`src/rtl/dds_rx_pkg.sv`:
```
package dds_rx_pkg;
  // Destination coded in the two top bits of every word
  typedef enum logic [1:0] {
    TGT_CTRL  = 2'b00,
    TGT_FREQ0 = 2'b01,
    TGT_FREQ1 = 2'b10,
    TGT_PHASE = 2'b11
  } tgt_e;
endpackage

```
`src/rtl/dds_rx_sync.sv`:
```
module dds_rx_sync #(
  parameter int STAGES = 2,
  parameter int WIDTH  = 3
) (
  input  logic             clk,
  input  logic             rst,
  input  logic [WIDTH-1:0] async_i,
  output logic [WIDTH-1:0] level_o
);
  logic [WIDTH-1:0] pipe [STAGES];

  genvar g;
  generate
    for (g = 0; g < STAGES; g++) begin : g_stage
      if (g == 0) begin : g_first
        always_ff @(posedge clk) begin
          if (rst) pipe[g] <= '1;
          else     pipe[g] <= async_i;
        end
      end else begin : g_next
        always_ff @(posedge clk) begin
          if (rst) pipe[g] <= '1;
          else     pipe[g] <= pipe[g-1];
        end
      end
    end
  endgenerate

  assign level_o = pipe[STAGES-1];
endmodule

```
`src/rtl/dds_rx_shifter.sv`:
```
module dds_rx_shifter #(
  parameter int WORD_W = 16,
  parameter int CNT_W  = 5
) (
  input  logic              clk,
  input  logic              rst,
  input  logic              sck_i,
  input  logic              sdata_i,
  input  logic              fsync_n_i,
  output logic [WORD_W-1:0] word_o,
  output logic              valid_o,
  output logic [CNT_W-1:0]  cnt_o
);
  localparam logic [CNT_W-1:0] FULL = CNT_W'(WORD_W);
  localparam logic [CNT_W-1:0] LAST = CNT_W'(WORD_W - 1);

  logic              sck_last;
  logic              sck_fall;
  logic              take;
  logic [CNT_W-1:0]  cnt_q;
  logic [WORD_W-1:0] sh_q;
  logic [WORD_W-1:0] sh_next;

  always_comb begin
    sck_fall = sck_last && !sck_i;
    take     = sck_fall && !fsync_n_i && (cnt_q < FULL);
    sh_next  = {sh_q[WORD_W-2:0], sdata_i};
  end

  always_ff @(posedge clk) begin
    if (rst) begin
      sck_last <= 1'b1;
      cnt_q    <= '0;
      sh_q     <= '0;
      word_o   <= '0;
      valid_o  <= 1'b0;
    end else begin
      sck_last <= sck_i;
      valid_o  <= 1'b0;
      if (fsync_n_i) begin
        cnt_q <= '0;
      end else if (take) begin
        sh_q  <= sh_next;
        cnt_q <= cnt_q + 1'b1;
        if (cnt_q == LAST) begin
          word_o  <= sh_next;
          valid_o <= 1'b1;
        end
      end
    end
  end

  assign cnt_o = cnt_q;
endmodule

```
`src/rtl/dds_rx_regs.sv`:
```
module dds_rx_regs
  import dds_rx_pkg::*;
#(
  parameter int FHALF_W   = 14,
  parameter int PHASE_W   = 12,
  parameter int RESET_BIT = 8
) (
  input  logic                 clk,
  input  logic                 rst,
  input  logic [FHALF_W+1:0]   word_i,
  input  logic                 valid_i,
  output logic [2*FHALF_W-1:0] freq0_o,
  output logic [2*FHALF_W-1:0] freq1_o,
  output logic [PHASE_W-1:0]   phase0_o,
  output logic [PHASE_W-1:0]   phase1_o,
  output logic [FHALF_W-1:0]   ctrl_o,
  output logic                 reset_flag_o,
  output logic                 strobe_o
);
  localparam int WORD_W    = FHALF_W + 2;
  localparam int PAIR_BIT  = FHALF_W - 1;
  localparam int UPPER_BIT = FHALF_W - 2;
  localparam int PSEL_BIT  = FHALF_W - 1;

  tgt_e               tgt;
  logic [FHALF_W-1:0] data;
  logic [FHALF_W-1:0] ctrl_q;
  logic               pend_q;
  logic               hi_sel;

  logic [FHALF_W-1:0] lo_q [2];
  logic [FHALF_W-1:0] hi_q [2];
  logic [PHASE_W-1:0] ph_q [2];

  always_comb begin
    tgt    = tgt_e'(word_i[WORD_W-1 -: 2]);
    data   = word_i[FHALF_W-1:0];
    hi_sel = ctrl_q[PAIR_BIT] ? pend_q : ctrl_q[UPPER_BIT];
  end

  always_ff @(posedge clk) begin
    if (rst) begin
      ctrl_q   <= '0;
      pend_q   <= 1'b0;
      strobe_o <= 1'b0;
    end else begin
      strobe_o <= valid_i;
      if (valid_i) begin
        unique case (tgt)
          TGT_CTRL: begin
            ctrl_q <= data;
            if (data[PAIR_BIT] != ctrl_q[PAIR_BIT]) pend_q <= 1'b0;
          end
          TGT_FREQ0, TGT_FREQ1: begin
            if (ctrl_q[PAIR_BIT]) pend_q <= !pend_q;
          end
          default: ;
        endcase
      end
    end
  end

  genvar i;
  generate
    for (i = 0; i < 2; i++) begin : g_freq
      localparam tgt_e MINE = (i == 0) ? TGT_FREQ0 : TGT_FREQ1;
      logic hit;
      assign hit = valid_i && (tgt == MINE);
      always_ff @(posedge clk) begin
        if (rst) begin
          lo_q[i] <= '0;
          hi_q[i] <= '0;
        end else if (hit) begin
          if (hi_sel) hi_q[i] <= data;
          else        lo_q[i] <= data;
        end
      end
    end

    for (i = 0; i < 2; i++) begin : g_phase
      logic hit;
      assign hit = valid_i && (tgt == TGT_PHASE) && (word_i[PSEL_BIT] == 1'(i));
      always_ff @(posedge clk) begin
        if (rst)      ph_q[i] <= '0;
        else if (hit) ph_q[i] <= word_i[PHASE_W-1:0];
      end
    end
  endgenerate

  assign freq0_o      = {hi_q[0], lo_q[0]};
  assign freq1_o      = {hi_q[1], lo_q[1]};
  assign phase0_o     = ph_q[0];
  assign phase1_o     = ph_q[1];
  assign ctrl_o       = ctrl_q;
  assign reset_flag_o = ctrl_q[RESET_BIT];
endmodule

```
`src/rtl/dds_ctrl_rx.sv`:
```
module dds_ctrl_rx #(
  parameter int FHALF_W     = 14,
  parameter int PHASE_W     = 12,
  parameter int RESET_BIT   = 8,
  parameter int SYNC_STAGES = 2
) (
  input  logic                 clk,
  input  logic                 rst,
  input  logic                 sck_i,
  input  logic                 sdata_i,
  input  logic                 fsync_n_i,
  output logic [2*FHALF_W-1:0] freq0_o,
  output logic [2*FHALF_W-1:0] freq1_o,
  output logic [PHASE_W-1:0]   phase0_o,
  output logic [PHASE_W-1:0]   phase1_o,
  output logic [FHALF_W-1:0]   ctrl_o,
  output logic                 reset_flag_o,
  output logic                 word_stb_o
);
  localparam int WORD_W = FHALF_W + 2;
  localparam int CNT_W  = $clog2(WORD_W + 1);

  logic [2:0]        pins_s;
  logic [WORD_W-1:0] word_w;
  logic              word_valid;
  logic [CNT_W-1:0]  bit_cnt;

  dds_rx_sync #(.STAGES(SYNC_STAGES), .WIDTH(3)) u_sync (
    .clk     (clk),
    .rst     (rst),
    .async_i ({fsync_n_i, sdata_i, sck_i}),
    .level_o (pins_s)
  );

  dds_rx_shifter #(.WORD_W(WORD_W), .CNT_W(CNT_W)) u_shift (
    .clk       (clk),
    .rst       (rst),
    .sck_i     (pins_s[0]),
    .sdata_i   (pins_s[1]),
    .fsync_n_i (pins_s[2]),
    .word_o    (word_w),
    .valid_o   (word_valid),
    .cnt_o     (bit_cnt)
  );

  dds_rx_regs #(.FHALF_W(FHALF_W), .PHASE_W(PHASE_W), .RESET_BIT(RESET_BIT)) u_regs (
    .clk          (clk),
    .rst          (rst),
    .word_i       (word_w),
    .valid_i      (word_valid),
    .freq0_o      (freq0_o),
    .freq1_o      (freq1_o),
    .phase0_o     (phase0_o),
    .phase1_o     (phase1_o),
    .ctrl_o       (ctrl_o),
    .reset_flag_o (reset_flag_o),
    .strobe_o     (word_stb_o)
  );
endmodule

```
`config.mk`:
```
export PLATFORM = sky130hd
export DESIGN_NAME = dds_ctrl_rx
export DESIGN_NICKNAME = d
export VERILOG_FILES = /design/src/rtl/dds_rx_pkg.sv /design/src/rtl/dds_rx_sync.sv /design/src/rtl/dds_rx_shifter.sv /design/src/rtl/dds_rx_regs.sv /design/src/rtl/dds_ctrl_rx.sv
export SDC_FILE = /design/constraint.sdc
export NUM_CORES = 1
export LEC_CHECK = 0
export BUFFER_PORTS_ARGS = -buffer_cell sky130_fd_sc_hd__buf_2
export CORE_UTILIZATION = 55
export CTS_CLUSTER_DIAMETER = 150
export DETAILED_ROUTE_END_ITERATION = 8
export PLACE_DENSITY = 0.87
export SETUP_SLACK_MARGIN = 0.15
export SYNTH_ARGS = -nofsm -noshare
export SYNTH_HDL_FRONTEND = slang
export SYNTH_HIERARCHICAL = 1
export SYNTH_SLANG_ARGS = --single-unit
```
`constraint.sdc`:
```
create_clock -name clk -period 2.7 [get_ports clk]
set_input_delay 0.27 -clock clk [delete_from_list [all_inputs] [get_ports clk]]
set_output_delay 0.27 -clock clk [all_outputs]
set_load 0.01 [all_outputs]
```
==> results of run 1 <==
## layout by cell type (no fill, tap or decap), types with 3 or more instances in the layout
cell type and count:
buf_2 100, edfxtp_1 80, and2_1 79, nand2_1 63, dfxtp_1 60, a21oi_1 49, o21ai_0 19, nand3_1 18
clkbuf_16 16, inv_1 6, ha_1 6, or2_1 6, inv_6 5, buf_4 5, clkinv_4 4, a31o_2 4
bufinv_16 3, dlygate4sd3_1 3, and3_1 3
## report_power, final
| part | switching [mW] | total (mW) | internal, mW |
|---|---|---|---|
| Sequential | 0.0134 | 2.31 | 2.29 |
| Clock | 0.888 | 2.31 | 1.43 |
| Combinational | 0.0776 | 0.120 | 0.0422 |
## through the flow
stage | instance area (um2) | setup WS (ns) | cells | utilization, %
floorplan | 5315 | 0.7419 | 447 | -
detailed placement | 5886 | 0.9312 | 654 | 63.40
finish | 6518 | 0.8599 | 689 | 70.20
global placement | 5886 | 1.022 | 654 | 63.40
CTS | 6518 | 0.9035 | 689 | 70.20
global route | 6518 | 0.7655 | 689 | 70.20
## routing by layer
| layer | up-vias | part of all wire (%) |
|---|---|---|
| met4 | 0 | 3.1 |
| met1 | 1706 | 38 |
| li1 | 1735 | - |
| met5 | - | 0 |
| met2 | 184 | 52 |
| met3 | 29 | 7.1 |
## flip-flops by register name (all words and copies together) (netlist names)
signal and count:
u_regs/ctrl_o 14, u_regs/hi_q 28, u_regs/lo_q 28, u_regs/pend_q 1, u_regs/ph_q 24, u_regs/strobe_o 1
u_shift/cnt_o 5, u_shift/sck_last 1, u_shift/sh_q 15, u_shift/valid_o 1, u_shift/word_o 16, u_sync/pipe 6
## synth_stat cells (all sizes together)
master	number	share of area [%]
inv	6	0.42
clkbuf	16	1.2
nor2b	1	0.16
dfxtp	60	23
or3	2	0.24
and3	5	0.78
ha	6	1.4
o21ai	19	1.8
xnor2	1	0.16
nor2	2	0.14
nand3	18	1.7
and2	80	9.4
o21bai	2	0.28
mux2i	1	0.26
a31o	4	0.66
nor4b	1	0.28
a41oi	1	0.16
nand2b	2	0.24
buf	11	1.4
or4b	1	0.26
a2111oi	1	0.16
nor3	4	0.56
a21oi	49	4.6
or2	8	0.94
nand2	63	4.4
nor4	2	0.24
edfxtp	80	45
mux2	1	0.28
## cells by family after synthesis
| logic type | after synthesis |
|---|---|
| buffers and inverters | 33 |
| AO/OA/AOI/OAI | 76 |
| AND/OR/NAND/NOR | 189 |
| multiplexers | 2 |
| XOR/XNOR | 1 |
| flip-flops | 140 |
| adder cells (fa/ha/maj) | 6 |
## worst max path at each step
stage,start,to,depth (start not counted)
after floorplan,u_regs/ctrl_o[13]$_SDFFE_PP0P_,u_regs/lo_q[0][0]$_SDFFCE_PN0P_,2
after global placement,u_shift/cnt_o[0]$_SDFFE_PP0P_,u_shift/word_o[5]$_SDFFE_PP0P_,7
after detailed placement,u_shift/cnt_o[0]$_SDFFE_PP0P_,u_shift/word_o[5]$_SDFFE_PP0P_,7
after CTS,u_shift/cnt_o[0]$_SDFFE_PP0P_,u_shift/word_o[6]$_SDFFE_PP0P_,7
after global routing,u_shift/cnt_o[0]$_SDFFE_PP0P_,u_shift/word_o[9]$_SDFFE_PP0P_,7
final,u_shift/cnt_o[0]$_SDFFE_PP0P_,u_shift/word_o[0]$_SDFFE_PP0P_,7
## worst register-to-register path: cells and delay by family (launching register included)
kind	cells	cell delay, ns
compound gates	2	0.38
fa+ha+maj	2	0.38
buf+inv	2	0.49
flops	1	0.33
simple gates	1	0.18
## cell type report
| type | count | share of cell area, % |
|---|---|---|
| clock buffers | 18 | 6.412 |
| clock inverters | 14 | 2.822 |
| inverters | 6 | 0.3456 |
| multi-input cells | 274 | 23.94 |
| flip-flops and latches | 140 | 55.29 |
| well taps | 129 | 2.476 |
| repair buffers | 108 | 8.716 |
==> results.md, run 1 <==
- Synth Area in Compound Gates: 7.674%
- Vias in the first global route: 3293
- Final HPWL DP: 7028 um
- Resized Gates After CTS: 0
- Largest net degree at the start of global routing: 55
- Root buffer cell: clkbuf_8
- RSZ-0062 raised after global routing: false
- CTS H-tree depth: 4
- Count of buffer and inverter cells on the critical path: 2
- Ant diodes: 0
- Hold worst-path end: u_regs/pend_q$_SDFFE_PP0P_
- TNS Setup: 0 ns
- Mapped cell area: 0.005315 mm2
- Pins Over Slew Limit: 0
- Core area: 0.009284 mm2
- Antenna Nets Post-Route: 0
- Post-CTS setup buffers: 0
- CP startpoint kind: register
- GRT Overall Usage: 22.34%
- Port buffer count: 100
- Crit-path cells: ha_1 -> and3_1 -> ha_1 -> buf_4 -> inv_1 -> o21ai_0 -> a21oi_1
- Reg clk slew, reported paths: 0.06 ns
- Max-cap violations: 0
- Crit-path slowest cell: dfxtp_1
- Drt drc: 0
- Worst Path Max Fanout: 17
- Period minus WS final: 1.840 ns
- Critical R2R Launch: u_shift/cnt_o[0]$_SDFFE_PP0P_
- Status: finished clean
- Top Usage Layer GRT: met2
- Drt initial violations: 250
- Worst setup EP type: register
- Area grow syn2layout: 22.62%
- Most common cell on crit path: ha_1
- Total number of vias: 3654
- Die width: 100.3 um
- Sink Count: 140
- Mux contribution to synthesized area: 0.5414%
- WL per Instance: 15.87 um
- CP arrival: 2.27 ns
- Synth Area in Simple Gates: 19.40%
- Largest family of logic cells by synthesized area: simple AND/OR/NAND/NOR gates
- Rel. slew slack: 56.54%
- Synth Area in XOR/XNOR: 0.1648%
- Die area: 0.01006 mm2
- Syn_nets: 458
- Initial Util: 57.25%
- Yosys Warn Count: 6
- Initial antenna violation count: 0
- Seq cells post-synth: 140
- Hold WC Path Type: in -> reg
- Reg2Reg Depth: 7
- Register area: 0.003603 mm2
- Num rows: 35
- Worst slew pin tran: 0.6515 ns
- Placer congestion estimate: 0.7894
- Final #Nets: 558
- Cell family with most CP delay: buffers and inverters
- DR pass1 iterations: 5
- CTS tree: built
- Leakage: 2.565 nW
- Share of cells above drive strength 1: 26.96%
- Grt total ovfl: 0
- Final setup vio count: 0
- WP data required: 3.13 ns
- Routing usage on met3: 6.198%
- First-pass GRT wire length: 16430 um
- Hold WS: 0.1761 ns
- Met2 Use GR: 38.41%
- Worst Skew: 0.007536 ns
- Hold Crit Depth: 2
- DR vias/cell: 5.303
- Clk_lat worst skew: 0.51 ns
- Largest stage delay on the critical path: 0.33 ns
- Fin. Hold Viols: 0
- Fin crit share: 68.15%
- Worst reg2reg setup slack: 0.86 ns
- Hold path startpoint: rst
- RR Endpoint: u_shift/word_o[0]$_SDFFE_PP0P_
- Top Ports: 101
- CP Class: reg -> reg
- Avg Inst Size Synth: 11.89 um2
- Max Root-Sink Buffers: 2
- Filler cell count: 618
- Max VDD drop: 0.4960 mV
- Cts hold-fix bufs: 3
- Multi-input gate area: 0.001560 mm2
- Register area share after synthesis: 67.80%
- Total CTS buffers: 17
- Power per cell area: 727.3 mW/mm2
- Die height: 100.3 um
- WL final: 10940 um
- Mapped Cells: 447
- Fmax: 543.4 MHz
- Adder-cell share of the synthesized area: 1.412%
- Distinct cells, synth: 36
- Tot Pwr: 4.740 mW
- GRT met1 Usage: 25.13%
No activity file was read; power rests on OpenSTA's default activity.
==> run 2: changes to the inputs <==
==> constraint.sdc (replaced) <==
create_clock -name clk -period 1.9 [get_ports clk]
set_input_delay 0.19 -clock clk [delete_from_list [all_inputs] [get_ports clk]]
set_output_delay 0.19 -clock clk [all_outputs]
set_load 0.01 [all_outputs]
==> results.md, run 2 (synthesis gave the netlist of run 1 again) <==
- Status: finished clean
- Final #Nets: 566
- Multi-input gate area: 0.001583 mm2
- Largest stage delay on the critical path: 0.36 ns
- Power per cell area: 1034 mW/mm2
- WL per Instance: 17.13 um
- Final setup vio count: 0
- Largest net degree at the start of global routing: 54
- DR pass1 iterations: 5
- DR vias/cell: 5.433
- Design Area, Final: 0.006614 mm2
- Leakage: 2.609 nW
- Placer congestion estimate: 0.8043
- Worst setup EP type: register
- Antenna Nets Post-Route: 0
- RSZ-0062 raised after global routing: false
- Sink Count: 140
- Drt drc: 0
- Final worst setup slack: 0.2136 ns
- Max Root-Sink Buffers: 2
- Pins Over Slew Limit: 0
- CTS H-tree depth: 4
- Filler cell count: 608
- Die height: 100.3 um
- CTS tree: built
- Max-cap violations: 0
- Clk_lat worst skew: 0.52 ns
- TNS Setup: 0 ns
- Total CTS buffers: 17
- Num rows: 35
- Register area: 0.003603 mm2
- Cell family with most CP delay: adder cells
- Port buffer count: 100
- Reg clk slew, reported paths: 0.06 ns
- Final HPWL DP: 7136 um
- First-pass GRT wire length: 18490 um
- Rel. slew slack: 66.59%
- Grt total ovfl: 0
- Root buffer cell: clkbuf_8
- CP arrival: 2.07 ns
- Share of cells above drive strength 1: 28.52%
- Fin crit share: 88.76%
- Fin. Hold Viols: 0
- CP startpoint kind: register
- Vias in the first global route: 3626
- Die area: 0.01006 mm2
- Max VDD drop: 0.6313 mV
- Util after Layout: 71.24%
- CP Class: reg -> reg
- Top Ports: 101
- WL final: 11940 um
- Worst Skew: 0.005726 ns
- Hold WC Path Type: in -> reg
- Total number of vias: 3787
- Drt initial violations: 242
- Commonest non-fill, non-tap cell in the layout: buf_2
- Core area: 0.009284 mm2
- Initial antenna violation count: 1
- Commonest cells after routing, fill and taps aside: 100 x buf_2, 80 x edfxtp_1, 79 x and2_1
- Area grow syn2layout: 24.43%
- Count of buffer and inverter cells on the critical path: 1
- DP Area: 0.005931 mm2
- Die width: 100.3 um
- Period minus WS final: 1.686 ns
- Initial Util: 57.25%
- Largest regs: u_regs/hi_q x28, u_regs/lo_q x28, u_regs/ph_q x24
- GRT Overall Usage: 24.89%
- Crit-path slowest cell: dfxtp_1
- Setup slack at placement: 0.2625 ns
- Fmax: 593.0 MHz
- Worst Path Max Fanout: 5
- Ant diodes: 0
- Crit-path cells: ha_1 -> and3_1 -> ha_2 -> clkinvlp_4 -> o21ai_0 -> a21oi_1
- Worst slew pin tran: 0.5005 ns
- WP data required: 2.28 ns
## run 2: cell count changes in the layout (fill, tap and decap cells not counted), moves of 2 or more
cell        delta
nor3_4         +2
o21bai_1       -2
buf_4          +6
o21bai_2       +2
inv_6          -4
nor3_2         -2
clkinvlp_4     +2
## run 2: routing by layer
layer,routed length (um),global-route usage [%],vias to the layer above
met2,6092,42.41,209
met3,868,6.407,40
met1,4538,29.16,1775
met4,431,12.60,2
li1,-,-,1761
met5,12,0,-
## run 2: timing repair
item,in CTS,in global routing
setup buffers,0,1
hold buffers,3,0
gates resized for setup,0,5
setup endpoints to repair,0,41
hold endpoints to repair,3,0
## run 2: worst paths after layout
path | endpoint | depth (start not counted) | startpoint | slack, ns
setup / recovery | u_shift/word_o[7]$_SDFFE_PP0P_ | 6 | u_shift/cnt_o[0]$_SDFFE_PP0P_ | 0.21
hold / removal | u_regs/ctrl_o[13]$_SDFFE_PP0P_ | 2 | rst | 0.06
setup reg to reg | u_shift/word_o[7]$_SDFFE_PP0P_ | 6 | u_shift/cnt_o[0]$_SDFFE_PP0P_ | 0.21
hold reg to reg | u_sync/pipe[1][2]$_SDFF_PP1_ | 1 | u_sync/pipe[0][2]$_SDFF_PP1_ | 0.41
## run 2: cell type report
class | count | share of cell area, %
repair buffers | 114 | 9.270
inverters | 6 | 0.3973
flip-flops and latches | 140 | 54.48
clock buffers | 19 | 6.375
multi-input cells | 274 | 23.93
clock inverters | 13 | 2.913
well taps | 129 | 2.440
repair inverters | 2 | 0.1892
## run 2: power by group
group          switching, mW  total [mW]  internal, mW  leakage (nW)
logic                  0.113       0.174        0.0614          1.01
registers             0.0205        3.28          3.26          1.31
clock network           1.24        3.38          2.14         0.293
total                   1.37        6.84          5.46          2.61
## run 2: stage by stage
stage	hold slack, ns	total power [mW]	cells
6_report	0.05560	6.837	697
5_1_grt	0.06113	7.029	697
4_1_cts	0.01769	6.881	694
3_5_place_dp	0.3710	3.512	659
3_3_place_gp	0.3670	3.505	659
2_1_floorplan	0.2871	3.432	447
==> run 3: changes to the inputs <==
--- a/config.mk
+++ b/config.mk
@@ -5,7 +5,7 @@
 export SDC_FILE = /design/constraint.sdc
 export NUM_CORES = 1
 export LEC_CHECK = 0
-export BUFFER_PORTS_ARGS = -buffer_cell sky130_fd_sc_hd__buf_2
+export BUFFER_PORTS_ARGS = -buffer_cell sky130_fd_sc_hd__buf_4
 export CORE_UTILIZATION = 55
 export CTS_CLUSTER_DIAMETER = 150
 export DETAILED_ROUTE_END_ITERATION = 8
==> results.md, run 3 (synthesis gave the netlist of run 1 again) <==
- Worst Skew: 0.008393 ns
- Fmax: 597.8 MHz
- Die width: 100.3 um
- Final HPWL DP: 7267 um
- Hold WC Path Type: reg -> reg
- Initial Util: 57.25%
- Vias in the first global route: 3494
- Post-route insts no fill: 693
- Final worst setup slack: 0.2273 ns
- Initial antenna violation count: 0
- Worst Path Max Fanout: 12
- Inst Count DP: 656
- Total CTS buffers: 17
- CTS tree: built
- Crit-path cells: nor2b_2 -> and3_1 -> and2_1
- Leakage: 2.644 nW
- Grt total ovfl: 0
- Placer congestion estimate: 0.8029
- Commonest cells after routing, fill and taps aside: 107 x buf_4, 80 x edfxtp_1, 79 x and2_1
- CP Class: reg -> reg
- WL per Instance: 17.91 um
- Ant diodes: 0
- Clk_lat worst skew: 0.51 ns
- Crit-path slowest cell: dfxtp_1
- Final #Nets: 562
- DR pass1 iterations: 5
- Area grow syn2layout: 29.21%
- Max VDD drop: 0.6163 mV
- Largest stage delay on the critical path: 0.58 ns
- CP arrival: 2.05 ns
- Fin crit share: 88.04%
- Status: finished clean
- Drt initial violations: 309
- Tot Pwr: 6.984 mW
- Pins Over Slew Limit: 0
- Port buffer count: 100
- Core area: 0.009284 mm2
- WP data required: 2.27 ns
- GRT Overall Usage: 24.95%
- DR vias/cell: 5.576
- CTS H-tree depth: 4
- RSZ-0062 raised after global routing: false
- DP Area: 0.006158 mm2
- Sink Count: 140
- WL final: 12410 um
- Max Root-Sink Buffers: 2
- Die area: 0.01006 mm2
- Num rows: 35
- Final setup vio count: 0
- Die height: 100.3 um
- Largest net degree at the start of global routing: 56
- Power per cell area: 1017 mW/mm2
- Reg clk slew, reported paths: 0.06 ns
- Design Area, Final: 0.006868 mm2
- Fin. Hold Viols: 0
- Largest regs: u_regs/hi_q x28, u_regs/lo_q x28, u_regs/ph_q x24
- Top Ports: 101
- Antenna Nets Post-Route: 0
- Rel. slew slack: 65.89%
- Share of cells above drive strength 1: 27.84%
- Drt drc: 0
- CP startpoint kind: register
- Worst setup EP type: register
- First-pass GRT wire length: 18400 um
- Root buffer cell: clkbuf_8
- Period minus WS final: 1.673 ns
- Max-cap violations: 0
- Commonest non-fill, non-tap cell in the layout: buf_4
- TNS Setup: 0 ns
- Total number of vias: 3864
- Worst slew pin tran: 0.5110 ns
- Setup slack at placement: 0.2076 ns
## run 3: final cells by class
type	instances	area, um2
well taps	129	161.4
clock buffers	18	417.9
repair inverters	1	7.507
fillers	537	2416
multi-input cells	274	1592
repair buffers	111	843.3
flip-flops and latches	140	3603
inverters	6	26.28
clock inverters	14	216.5
## run 3: worst paths after layout
check | startpoint | endpoint | slack [ns] | cells after the start
worst max-delay path | u_shift/valid_o$_SDFF_PP0_ | u_regs/ph_q[1][10]$_SDFFCE_PN0P_ | 0.23 | 3
worst min register to register | u_sync/pipe[0][2]$_SDFF_PP1_ | u_sync/pipe[1][2]$_SDFF_PP1_ | 0.40 | 1
worst max register to register | u_shift/valid_o$_SDFF_PP0_ | u_regs/ph_q[1][10]$_SDFFCE_PN0P_ | 0.23 | 3
worst min-delay path | u_sync/pipe[0][2]$_SDFF_PP1_ | u_sync/pipe[1][2]$_SDFF_PP1_ | 0.40 | 1
## run 3: repair_timing
action	4_1_cts	5_1_grt
buffers inserted	0	0
endpoints found under the hold margin	4	0
endpoints found under the setup margin	0	51
gates resized for setup	0	7
hold buffers	4	0
## run 3: critical path, delay by kind of cell, from the launching register on
| kind | cells | cell delay [ns] |
|---|---|---|
| simple gates | 3 | 0.95 |
| flops | 1 | 0.58 |
## run 3: metal layers
metal  vias to the layer above  track usage [%]  part of all wire [%]
met4                         0            12.37                   2.9
met1                      1860            28.31                    38
met2                       222            44.36                    51
met3                        30            5.501                   7.7
met5                         -                0                     0
li1                       1752                -                     -
## run 3: stage by stage
stage,util (%),hold WS (ns)
after CTS,73.60,0.3791
after global routing,73.98,0.4099
after global placement,66.33,0.3671
after detailed placement,66.33,0.3754
final,73.98,0.4042
after floorplan,-,0.2871
## run 3: where the power goes
part / switching, mW / internal, mW / total (mW)
clock: 1.22 / 2.27 / 3.49
sequential: 0.0243 / 3.26 / 3.28
combinational: 0.116 / 0.0961 / 0.212
